<file path="config.mk">
export PLATFORM = sky130hd
export DESIGN_NAME = pixclk_search
export DESIGN_NICKNAME = d
export VERILOG_FILES = /design/src/rtl/pixclk_pkg.sv /design/src/rtl/pixclk_rdiv.sv /design/src/rtl/pixclk_best.sv /design/src/rtl/pixclk_search.sv
export SDC_FILE = /design/constraint.sdc
export NUM_CORES = 1
export LEC_CHECK = 0
export CAP_MARGIN = 30
export CORE_MARGIN = 8
export CORE_UTILIZATION = 61
export CTS_CLUSTER_DIAMETER = 200
export CTS_CLUSTER_SIZE = 16
export DETAILED_ROUTE_END_ITERATION = 8
export PLACE_DENSITY_LB_ADDON = 0.15
export SLEW_MARGIN = 20
export SYNTH_ARGS = -nofsm -noshare
export SYNTH_HDL_FRONTEND = slang
export SYNTH_HIERARCHICAL = 1
export SYNTH_SLANG_ARGS = --single-unit
</file>
<file path="constraint.sdc">
create_clock -name clk -period 6.1 [get_ports clk]
set_input_delay 1.525 -clock clk [delete_from_list [all_inputs] [get_ports clk]]
set_output_delay 1.525 -clock clk [all_outputs]
set_load 0.05 [all_outputs]
</file>
<file path="src/rtl/pixclk_pkg.sv">
package pixclk_pkg;
  localparam logic [31:0] SRC_LO   = 32'd288000000;
  localparam logic [31:0] SRC_HI   = 32'd336000000;
  localparam logic [31:0] ERR_INIT = 32'd999999999;

  typedef enum logic [2:0] {
    ST_IDLE,
    ST_LAUNCH,
    ST_WAIT,
    ST_FLAUNCH,
    ST_FWAIT
  } pcs_state_e;
endpackage

</file>
<file path="src/rtl/pixclk_rdiv.sv">
module pixclk_rdiv #(
  parameter int W = 34
) (
  input  logic         clk,
  input  logic         rst_n,
  input  logic         go,
  input  logic [W-1:0] num,
  input  logic [W-1:0] den,
  output logic         rdy,
  output logic [W-1:0] quo
);
  localparam int CW = $clog2(W);

  logic [W-1:0]  rem_q, den_q, num_q, qsh_q;
  logic [CW-1:0] cnt_q;
  logic          act_q;
  logic [W:0]    trial;
  logic          ge;

  assign trial = {rem_q, qsh_q[W-1]};
  assign ge    = trial >= {1'b0, den_q};
  assign quo   = qsh_q;

  always_ff @(posedge clk or negedge rst_n) begin
    if (!rst_n) begin
      rem_q <= '0; den_q <= '0; num_q <= '0; qsh_q <= '0;
      cnt_q <= '0; act_q <= 1'b0; rdy <= 1'b0;
    end else begin
      rdy <= 1'b0;
      if (go) begin
        rem_q <= '0;
        qsh_q <= num;
        num_q <= num;
        den_q <= den;
        cnt_q <= CW'(W-1);
        act_q <= 1'b1;
      end else if (act_q) begin
        rem_q <= ge ? W'(trial - {1'b0, den_q}) : W'(trial);
        qsh_q <= {qsh_q[W-2:0], ge};
        cnt_q <= cnt_q - 1'b1;
        if (cnt_q == '0) begin
          act_q <= 1'b0;
          rdy   <= 1'b1;
        end
      end
    end
  end

  // Quotient check: q*d <= n < (q+1)*d
  logic [2*W-1:0] prod_lo, prod_hi;
  assign prod_lo = {{W{1'b0}}, qsh_q} * {{W{1'b0}}, den_q};
  assign prod_hi = prod_lo + {{W{1'b0}}, den_q};

  p_quot_exact_r4: assert property (@(posedge clk) disable iff (!rst_n)
    rdy |-> (prod_lo <= {{W{1'b0}}, num_q}) && (prod_hi > {{W{1'b0}}, num_q}));
endmodule

</file>
<file path="src/rtl/pixclk_best.sv">
module pixclk_best #(
  parameter int FW  = 32,
  parameter int SHW = 3,
  parameter int W   = 34
) (
  input  logic           clk,
  input  logic           rst_n,
  input  logic           clr,
  input  logic [FW-1:0]  init_src,
  input  logic           upd,
  input  logic [FW-1:0]  c_src,
  input  logic [1:0]     c_div,
  input  logic [SHW-1:0] c_sh,
  input  logic [W-1:0]   c_err,
  output logic [FW-1:0]  b_src,
  output logic [1:0]     b_div,
  output logic [SHW-1:0] b_sh
);
  import pixclk_pkg::*;

  logic [W-1:0] b_err;
  logic         take;

  assign take = upd && (c_err < b_err);

  always_ff @(posedge clk or negedge rst_n) begin
    if (!rst_n) begin
      b_src <= '0; b_div <= '0; b_sh <= '0; b_err <= W'(ERR_INIT);
    end else if (clr) begin
      b_src <= init_src; b_div <= '0; b_sh <= '0; b_err <= W'(ERR_INIT);
    end else if (take) begin
      b_src <= c_src; b_div <= c_div; b_sh <= c_sh; b_err <= c_err;
    end
  end

  p_err_nonincr_r5: assert property (@(posedge clk) disable iff (!rst_n)
    (upd && !clr) |=> (b_err <= $past(b_err)));

  p_tie_keeps_r5: assert property (@(posedge clk) disable iff (!rst_n)
    (upd && !clr && (c_err >= b_err)) |=> ($stable(b_src) && $stable(b_div) && $stable(b_sh)));
endmodule

</file>
<file path="src/rtl/pixclk_search.sv">
module pixclk_search
  import pixclk_pkg::*;
#(
  parameter int FW  = 32,
  parameter int SHW = 3
) (
  input  logic           clk,
  input  logic           rst_n,
  input  logic           start,
  input  logic [FW-1:0]  target_hz,
  input  logic           is_panel,
  input  logic [FW-1:0]  fixed_src_hz,
  output logic           busy,
  output logic           done,
  output logic [FW-1:0]  res_src_hz,
  output logic [1:0]     res_div_code,
  output logic [SHW-1:0] res_shift,
  output logic [FW-1:0]  res_hz
);
  localparam int W = FW + 2;
  localparam logic [SHW-1:0] SH_MAX = '1;

  pcs_state_e     st;
  logic [FW-1:0]  tgt_q, fix_q;
  logic           pan_q, src_sel;
  logic [1:0]     dcode;
  logic [SHW-1:0] sh;

  logic [FW-1:0]  cur_src, best_src, init_src;
  logic [1:0]     best_div, last_div;
  logic [SHW-1:0] best_sh;
  logic [W-1:0]   dvs, num, den, quo, err, tgt_w;
  logic           div_go, rdy, upd, last, clr;

  assign cur_src  = (fix_q != '0) ? fix_q : (src_sel ? FW'(SRC_HI) : FW'(SRC_LO));
  assign init_src = (fixed_src_hz != '0) ? fixed_src_hz : FW'(SRC_LO);
  assign dvs      = W'({dcode, 1'b1}) << sh;
  assign last_div = pan_q ? 2'd2 : 2'd1;
  assign last     = (sh == SH_MAX) && (dcode == last_div) && ((fix_q != '0) || src_sel);
  assign div_go   = (st == ST_LAUNCH) || (st == ST_FLAUNCH);
  assign clr      = (st == ST_IDLE) && start;
  assign upd      = (st == ST_WAIT) && rdy;
  assign busy     = (st != ST_IDLE);
  assign tgt_w    = W'(tgt_q);
  assign err      = (quo >= tgt_w) ? quo - tgt_w : tgt_w - quo;

  always_comb begin
    if (st == ST_FLAUNCH) begin
      num = W'(best_src);
      den = W'({best_div, 1'b1}) << best_sh;
    end else begin
      num = (W'(cur_src) << 1) + dvs;
      den = dvs << 1;
    end
  end

  pixclk_rdiv #(.W(W)) u_div (
    .clk(clk), .rst_n(rst_n), .go(div_go), .num(num), .den(den),
    .rdy(rdy), .quo(quo)
  );

  pixclk_best #(.FW(FW), .SHW(SHW), .W(W)) u_best (
    .clk(clk), .rst_n(rst_n), .clr(clr), .init_src(init_src), .upd(upd),
    .c_src(cur_src), .c_div(dcode), .c_sh(sh), .c_err(err),
    .b_src(best_src), .b_div(best_div), .b_sh(best_sh)
  );

  always_ff @(posedge clk or negedge rst_n) begin
    if (!rst_n) begin
      st <= ST_IDLE; tgt_q <= '0; fix_q <= '0; pan_q <= 1'b0;
      src_sel <= 1'b0; dcode <= '0; sh <= '0; done <= 1'b0;
      res_src_hz <= '0; res_div_code <= '0; res_shift <= '0; res_hz <= '0;
    end else begin
      done <= 1'b0;
      unique case (st)
        ST_IDLE: if (start) begin
          tgt_q <= target_hz; fix_q <= fixed_src_hz; pan_q <= is_panel;
          src_sel <= 1'b0; dcode <= '0; sh <= '0;
          st <= ST_LAUNCH;
        end
        ST_LAUNCH: st <= ST_WAIT;
        ST_WAIT: if (rdy) begin
          if (last) st <= ST_FLAUNCH;
          else begin
            st <= ST_LAUNCH;
            if (sh != SH_MAX) sh <= sh + 1'b1;
            else begin
              sh <= '0;
              if (dcode != last_div) dcode <= dcode + 1'b1;
              else begin
                dcode   <= '0;
                src_sel <= 1'b1;
              end
            end
          end
        end
        ST_FLAUNCH: st <= ST_FWAIT;
        ST_FWAIT: if (rdy) begin
          res_src_hz   <= best_src;
          res_div_code <= best_div;
          res_shift    <= best_sh;
          res_hz       <= quo[FW-1:0];
          done         <= 1'b1;
          st           <= ST_IDLE;
        end
        default: st <= ST_IDLE;
      endcase
    end
  end

  p_done_pulse_r9: assert property (@(posedge clk) disable iff (!rst_n)
    done |=> !done);

  p_div_allowed_r2: assert property (@(posedge clk) disable iff (!rst_n)
    (done && !pan_q) |-> (res_div_code != 2'd2));

  p_src_pair_r1: assert property (@(posedge clk) disable iff (!rst_n)
    (done && (fix_q == '0)) |-> ((res_src_hz == FW'(SRC_LO)) || (res_src_hz == FW'(SRC_HI))));

  p_fixed_src_r6: assert property (@(posedge clk) disable iff (!rst_n)
    (done && (fix_q != '0)) |-> (res_src_hz == fix_q));
endmodule

</file>
; ---- Word level (Yosys, flattened, before mapping)
; Cells that the tools add are included.
[totals]
ff_bits = 325
in_bits = 68
out_inout_bits = 71
[op_classes]
eq_ne = 14
n_shift = 2
n_mux = 52
order_cmp = 3
n_addsub = 7
n_reduce_logical = 21
[ops]
columns = operator, count
row1 = $mux W34, 10
row2 = $mux W32, 4
row3 = $shl A3 B3 Y34, 2
row4 = $reduce_bool A32 Y1, 2
row5 = $ge A35 B34 Y1, 1
row6 = $add A33 B34 Y34, 1
row7 = $ge A34 B32 Y1, 1
row8 = $lt A34 B34 Y1, 1
row9 = $sub A32 B34 Y34, 1
row10 = $sub A34 B32 Y34, 1
row11 = $sub A34 B34 Y34, 1
row12 = $mux W27, 1
row13 = $mux W3, 9
row14 = $mux W2, 9
row15 = $pmux W3 S5, 1
row16 = $mux W1, 13
row17 = $mux W6, 2
row18 = $ne A2 B2 Y1 const B, 4
row19 = $eq A3 B2 Y1 const B, 2
row20 = $eq A3 B3 Y1 const B, 2
row21 = $logic_not A6 Y1, 1
row22 = $pmux W3 S2, 1
row23 = $reduce_and A6 Y1, 1
row24 = $reduce_bool A2 Y1, 3
row25 = 18 further kinds, 25

; ---- Longest topological paths before layout
[logic_depth]
word_depth = 7
ltp_mapped = 22
mapped_depth_nobuf = 18

; ---- By module
; Netlist, hierarchy kept.
[by_module_without_submodules]
columns = module, n_inst, cells_per_inst, area_each_um2
row1 = pixclk_search, 1, 1302, 11129.4
row2 = pixclk_rdiv, 1, 759, 6693.9
row3 = pixclk_best, 1, 459, 4152.7

; ---- Worst setup path before layout
; No wires, ideal clock.
[synth_timing]
path_type = register to register
startpoint = reg u_div.qsh_q[4], in the netlist u_div/quo[4]
endpoint = reg u_best.b_src[0]
arrival_ns = 4.988
path_stages_with_launch = 20
n_path_buf = 3
required_time_ns = 5.974
synth_period_minus_slack_ns = 5.114
setup_ns = 0.126
setup_slack_ns = 0.986
path_cell_list = dfrtp_1 ha_1 buf_2 a21oi_2 a211oi_1 a211oi_2 o221ai_2 a211oi_2 mux2_2 a21oi_1 xnor2_1 ha_1 nand4_1 or4_1 or4_1 o211a_1 buf_6 clkbuf_1 a31oi_1 a21oi_1
[synth_via]
elab_chain_cells = 5
elab_cells_between_ends = 7
classes_between = add/sub (2) / order compare (2) / mux (1) / reduce/logical (2)
[synth_lines]
columns = item, line
row1 = "start, declared", pixclk_rdiv.sv:14  ; logic [W-1:0] rem_q, den_q, num_q, qsh_q;
row2 = "start signal, assigned", pixclk_rdiv.sv:32  ; qsh_q <= num;
row3 = "start signal, assigned", pixclk_rdiv.sv:39  ; qsh_q <= {qsh_q[W-2:0], ge};
row4 = $sub A32 B34 Y34 (tied with other cells), pixclk_search.sv:45  ; assign err = (quo >= tgt_w) ? quo - tgt_w : tgt_w - quo;
row5 = $mux W34 (*), pixclk_search.sv:45
row6 = via err[16], pixclk_search.sv:32  ; logic [W-1:0] dvs, num, den, quo, err, tgt_w;
row7 = $lt A34 B34 Y1 (*), pixclk_best.sv:24  ; assign take = upd && (c_err < b_err);
row8 = $logic_and A1 B1 Y1 (*), pixclk_best.sv:24
row9 = $reduce_bool A2 Y1 (no line) (*), --
row10 = "end signal, assigned", pixclk_best.sv:32  ; b_src <= c_src; b_div <= c_div; b_sh <= c_sh; b_err <= c_err;
row11 = "end, declared", pixclk_best.sv:15  ; output logic [FW-1:0] b_src,
; The timed path passes the listed nets; every way through them passes the cells marked *.
; A chain may end at the register's enable or synchronous reset.

; ---- Worst setup path in the final report
[layout_timing]
startpoint = reg u_div.qsh_q[30], in the netlist u_div/quo[30]
endpoint = reg u_best.b_err[0]
[layout_via]
elab_chain_cells = 5
elab_cells_between_ends = 9
classes_between = add/sub (2) / order compare (2) / mux (3) / reduce/logical (2)
[layout_lines]
columns = item, line
row1 = $ge A34 B32 Y1, pixclk_search.sv:45
row2 = $mux W34, pixclk_search.sv:45
row3 = via err[29], pixclk_search.sv:32
row4 = $lt A34 B34 Y1, pixclk_best.sv:24
row5 = $logic_and A1 B1 Y1, pixclk_best.sv:24
row6 = $reduce_bool A2 Y1 (no line), --
row7 = "end signal, assigned", pixclk_best.sv:32
row8 = "end, declared", pixclk_best.sv:21  ; logic [W-1:0] b_err;
; The timed path passes the listed nets, and every way through them passes these cells. The select of a mux whose other input is x is not followed.

==> qor.txt <==
Die X: 205.8 µm
Top cell type's share of synthesized area: 0.3462
Commonest non-fill, non-tap cell in the layout: dfrtp_1
Antenna violations before repair: 1
Period minus WS final: 5.813 ns
CTS Hold Bufs: 0
Fillers: 2847
Clock Skews: 0.02713 ns
Port buffer count: 138
CP Data Required Time: 6.60 ns
Height of the die: 205.8 µm
Crit path max-delay family: simple AND/OR/NAND/NOR gates
Measured slew at the worst slew-check pin: 0.9729 ns
Crit-path cells: ha_1, nand4_4, or4_1, or4_1, nand4_2, a211o_2, buf_4, nand2b_1, o32ai_1, xnor2_1, ha_1, nand4_1, nand4bb_1, or4_1, o211a_4, buf_12, a21boi_0, a311o_1
Clock latency on the worst-skew pair: 0.58 ns
DRC Markers: 0
Crit Path Max Fanout: 24
Crit Reg-Reg Endpoint: u_best/b_err[0]$_DFFE_PN1P_
Hpwl dp: 45700 µm
Fraction of layout instances using a drive strength above 1: 0.1050
HP Start: res_src_hz[7]$_DFFE_PN0P_
DR pass1 iterations: 6
Synth warn: 6
Critical path endpoint category: flip-flop
Num CTS Buffers: 24
Max incr delay on CP: 0.59 ns
Post-synth EDFFs: 0
Max Fclk: 0.1720 GHz
Synthesized instance count: 2520
Final core utilization: 0.6890
Routed Antenna Nets: 0
DR WL/cell: 20.49 µm
Final worst path period share: 0.9529
# H-tree levels: 1
Primary FF master, synth: dfrtp_1
Setup Fix Bufs, Post-CTS: 0
#FFs+latches synth: 325
Register area: 8163 µm²
Distinct cells, synth: 85
Worst path depth: 18
Hold WC Path Type: reg2reg
CTS root buf: clkbuf_16
Placer Congestion: 0.9331
Reg2Reg Depth: 18
Seq/Total Area, Yosys: 0.3713
Number of global-route vias before repair: 18400
Crit-path slowest cell: or4_1
Top cell type by total area after synthesis: dfrtp_1
Initial Util: 0.6178
Async SR Flop Fraction: 1.000
Worst EP arrival: 6.31 ns
Resized cells post-CTS: 0
Hold path depth: 1
Maximum capacitance violations: 0
Hold worst-path end: res_src_hz[7]$_DFFE_PN0P_
Worst reg2reg path startpoint: u_div/quo[30]$_DFFE_PN0P_
Crit path top cell by count: or4_1
# setup viols final: 0
Total core area: 35570 µm²
Relative slew slack: 0.3514
Multi-input gate area: 12460 µm²
Area growth syn-to-layout: 11.52%
Crit path kind: reg2reg
Run status: completed
Fin. max-slew vios: 0
Global route overflow: 0
Setup TNS: 0 ns
Vias per cell: 6.218
Die Footprint: 42360 µm²
Syn Area/Cell: 8.721 µm²
CP Launch Point: u_div/quo[30]$_DFFE_PN0P_
Reg clk slew, reported paths: 0.07 ns
Flop-to-flop setup slack: 0.29 ns
Crit path buffers/inverters: 2
Vias post-DR: 18910
Nets: 2779
Synthesized area: 21980 µm²
First-pass GRT wire length: 99480 µm
IO Pins: 139
Row count: 69
Main area contributors after synthesis: dfrtp_1 (35%), ha_1 (8.3%), mux2_2 (5.5%), a21oi_1 (5.1%), o21ai_0 (5.0%)
ANT cells: 0
Fin. Hold Viols: 0
RSZ-0062 raised after global routing: false
Commonest cells after routing, fill and taps aside: dfrtp_1 (303), nand2_1 (243), a21oi_1 (222), o21ai_0 (221), inv_1 (175)
Final WL: 62300 µm
Detailed Route Iter0 Violations: 1788
TritonCTS clock tree: done
Clock buffer depth: 3
GRT Util Overall: 0.2884
CP Launch Type: flip-flop
Pin count of the biggest net entering global routing: 148
Clock sinks: 325
Hold_ws: 0.5067 ns
worst max path at each step:
stage                     slack [ns]                           end
after global routing           0.004  u_best/b_src[15]$_DFFE_PN0P_
after floorplan                 0.99   u_best/b_src[0]$_DFFE_PN0P_
final                           0.29   u_best/b_err[0]$_DFFE_PN1P_
after detailed placement        0.03  u_best/b_src[13]$_DFFE_PN0P_
after CTS                      0.009  u_best/b_err[27]$_DFFE_PN1P_
after global placement          0.10  u_best/b_err[28]$_DFFE_PN1P_
routing by layer:
metal  up-vias  GRT usage  wire, µm
met2       717     0.4632     28770
met1      9155     0.4028     27610
met3       110    0.04125      4155
met5         -          0        12
met4         2    0.08137      1747
li1       8924          -         -
through the flow:
step / area, µm² / std cells / setup WS, ns
after global placement: 23660 / 2991 / 0.1016
after floorplan: 22060 / 2542 / 0.9861
final: 24510 / 3041 / 0.2872
after global routing: 24510 / 3041 / 0.003878
after detailed placement: 23680 / 2992 / 0.02993
after CTS: 24390 / 3036 / 0.008566
cell usage after synthesis, drive strengths merged (45+ instances only):
cell type,number
mux2i,52
dfrtp,304
nand2,243
xnor2,59
clkbuf,149
ha,145
mux2,108
o21ai,240
a21oi,225
nor2,148
buf,49
nand3,45
inv,175
cells by family after synthesis:
group / count (synthesis) / share of synthesized area
adder cells (fa/ha/maj): 149 / 0.08620
XOR/XNOR: 89 / 0.03547
flip-flops: 325 / 0.3713
AO/OA/AOI/OAI: 739 / 0.2068
multiplexers: 160 / 0.07903
AND/OR/NAND/NOR: 684 / 0.1525
buffers and inverters: 373 / 0.06849
other: 1 / 0.0001706
area by class of cell:
type / instances / area share
multi-input cells: 1844 / 0.5082
repair buffers: 192 / 0.07923
well taps: 461 / 0.02353
clock inverters: 2 / 0.001889
flip-flops and latches: 325 / 0.3331
inverters: 175 / 0.02680
clock buffers: 42 / 0.02726
sequential cells by signal, summed over array words and instances (netlist names):
register / cells
u_best/b_div: 2
tgt_q: 32
dcode: 2
res_div_code: 2
st: 3
u_best/b_err: 34
pan_q: 1
done: 1
u_best/b_sh: 3
u_div/rem_q: 34
sh: 3
src_sel: 1
res_shift: 3
u_div/cnt_q: 6
res_src_hz: 32
fix_q: 32
res_hz: 32
u_best/b_src: 32
u_div/quo: 34
u_div/rdy: 1
u_div/den_q: 34
u_div/act_q: 1
Power is not shown: default switching activity piles up to over one toggle a cycle in this logic, so the estimate is an artifact.
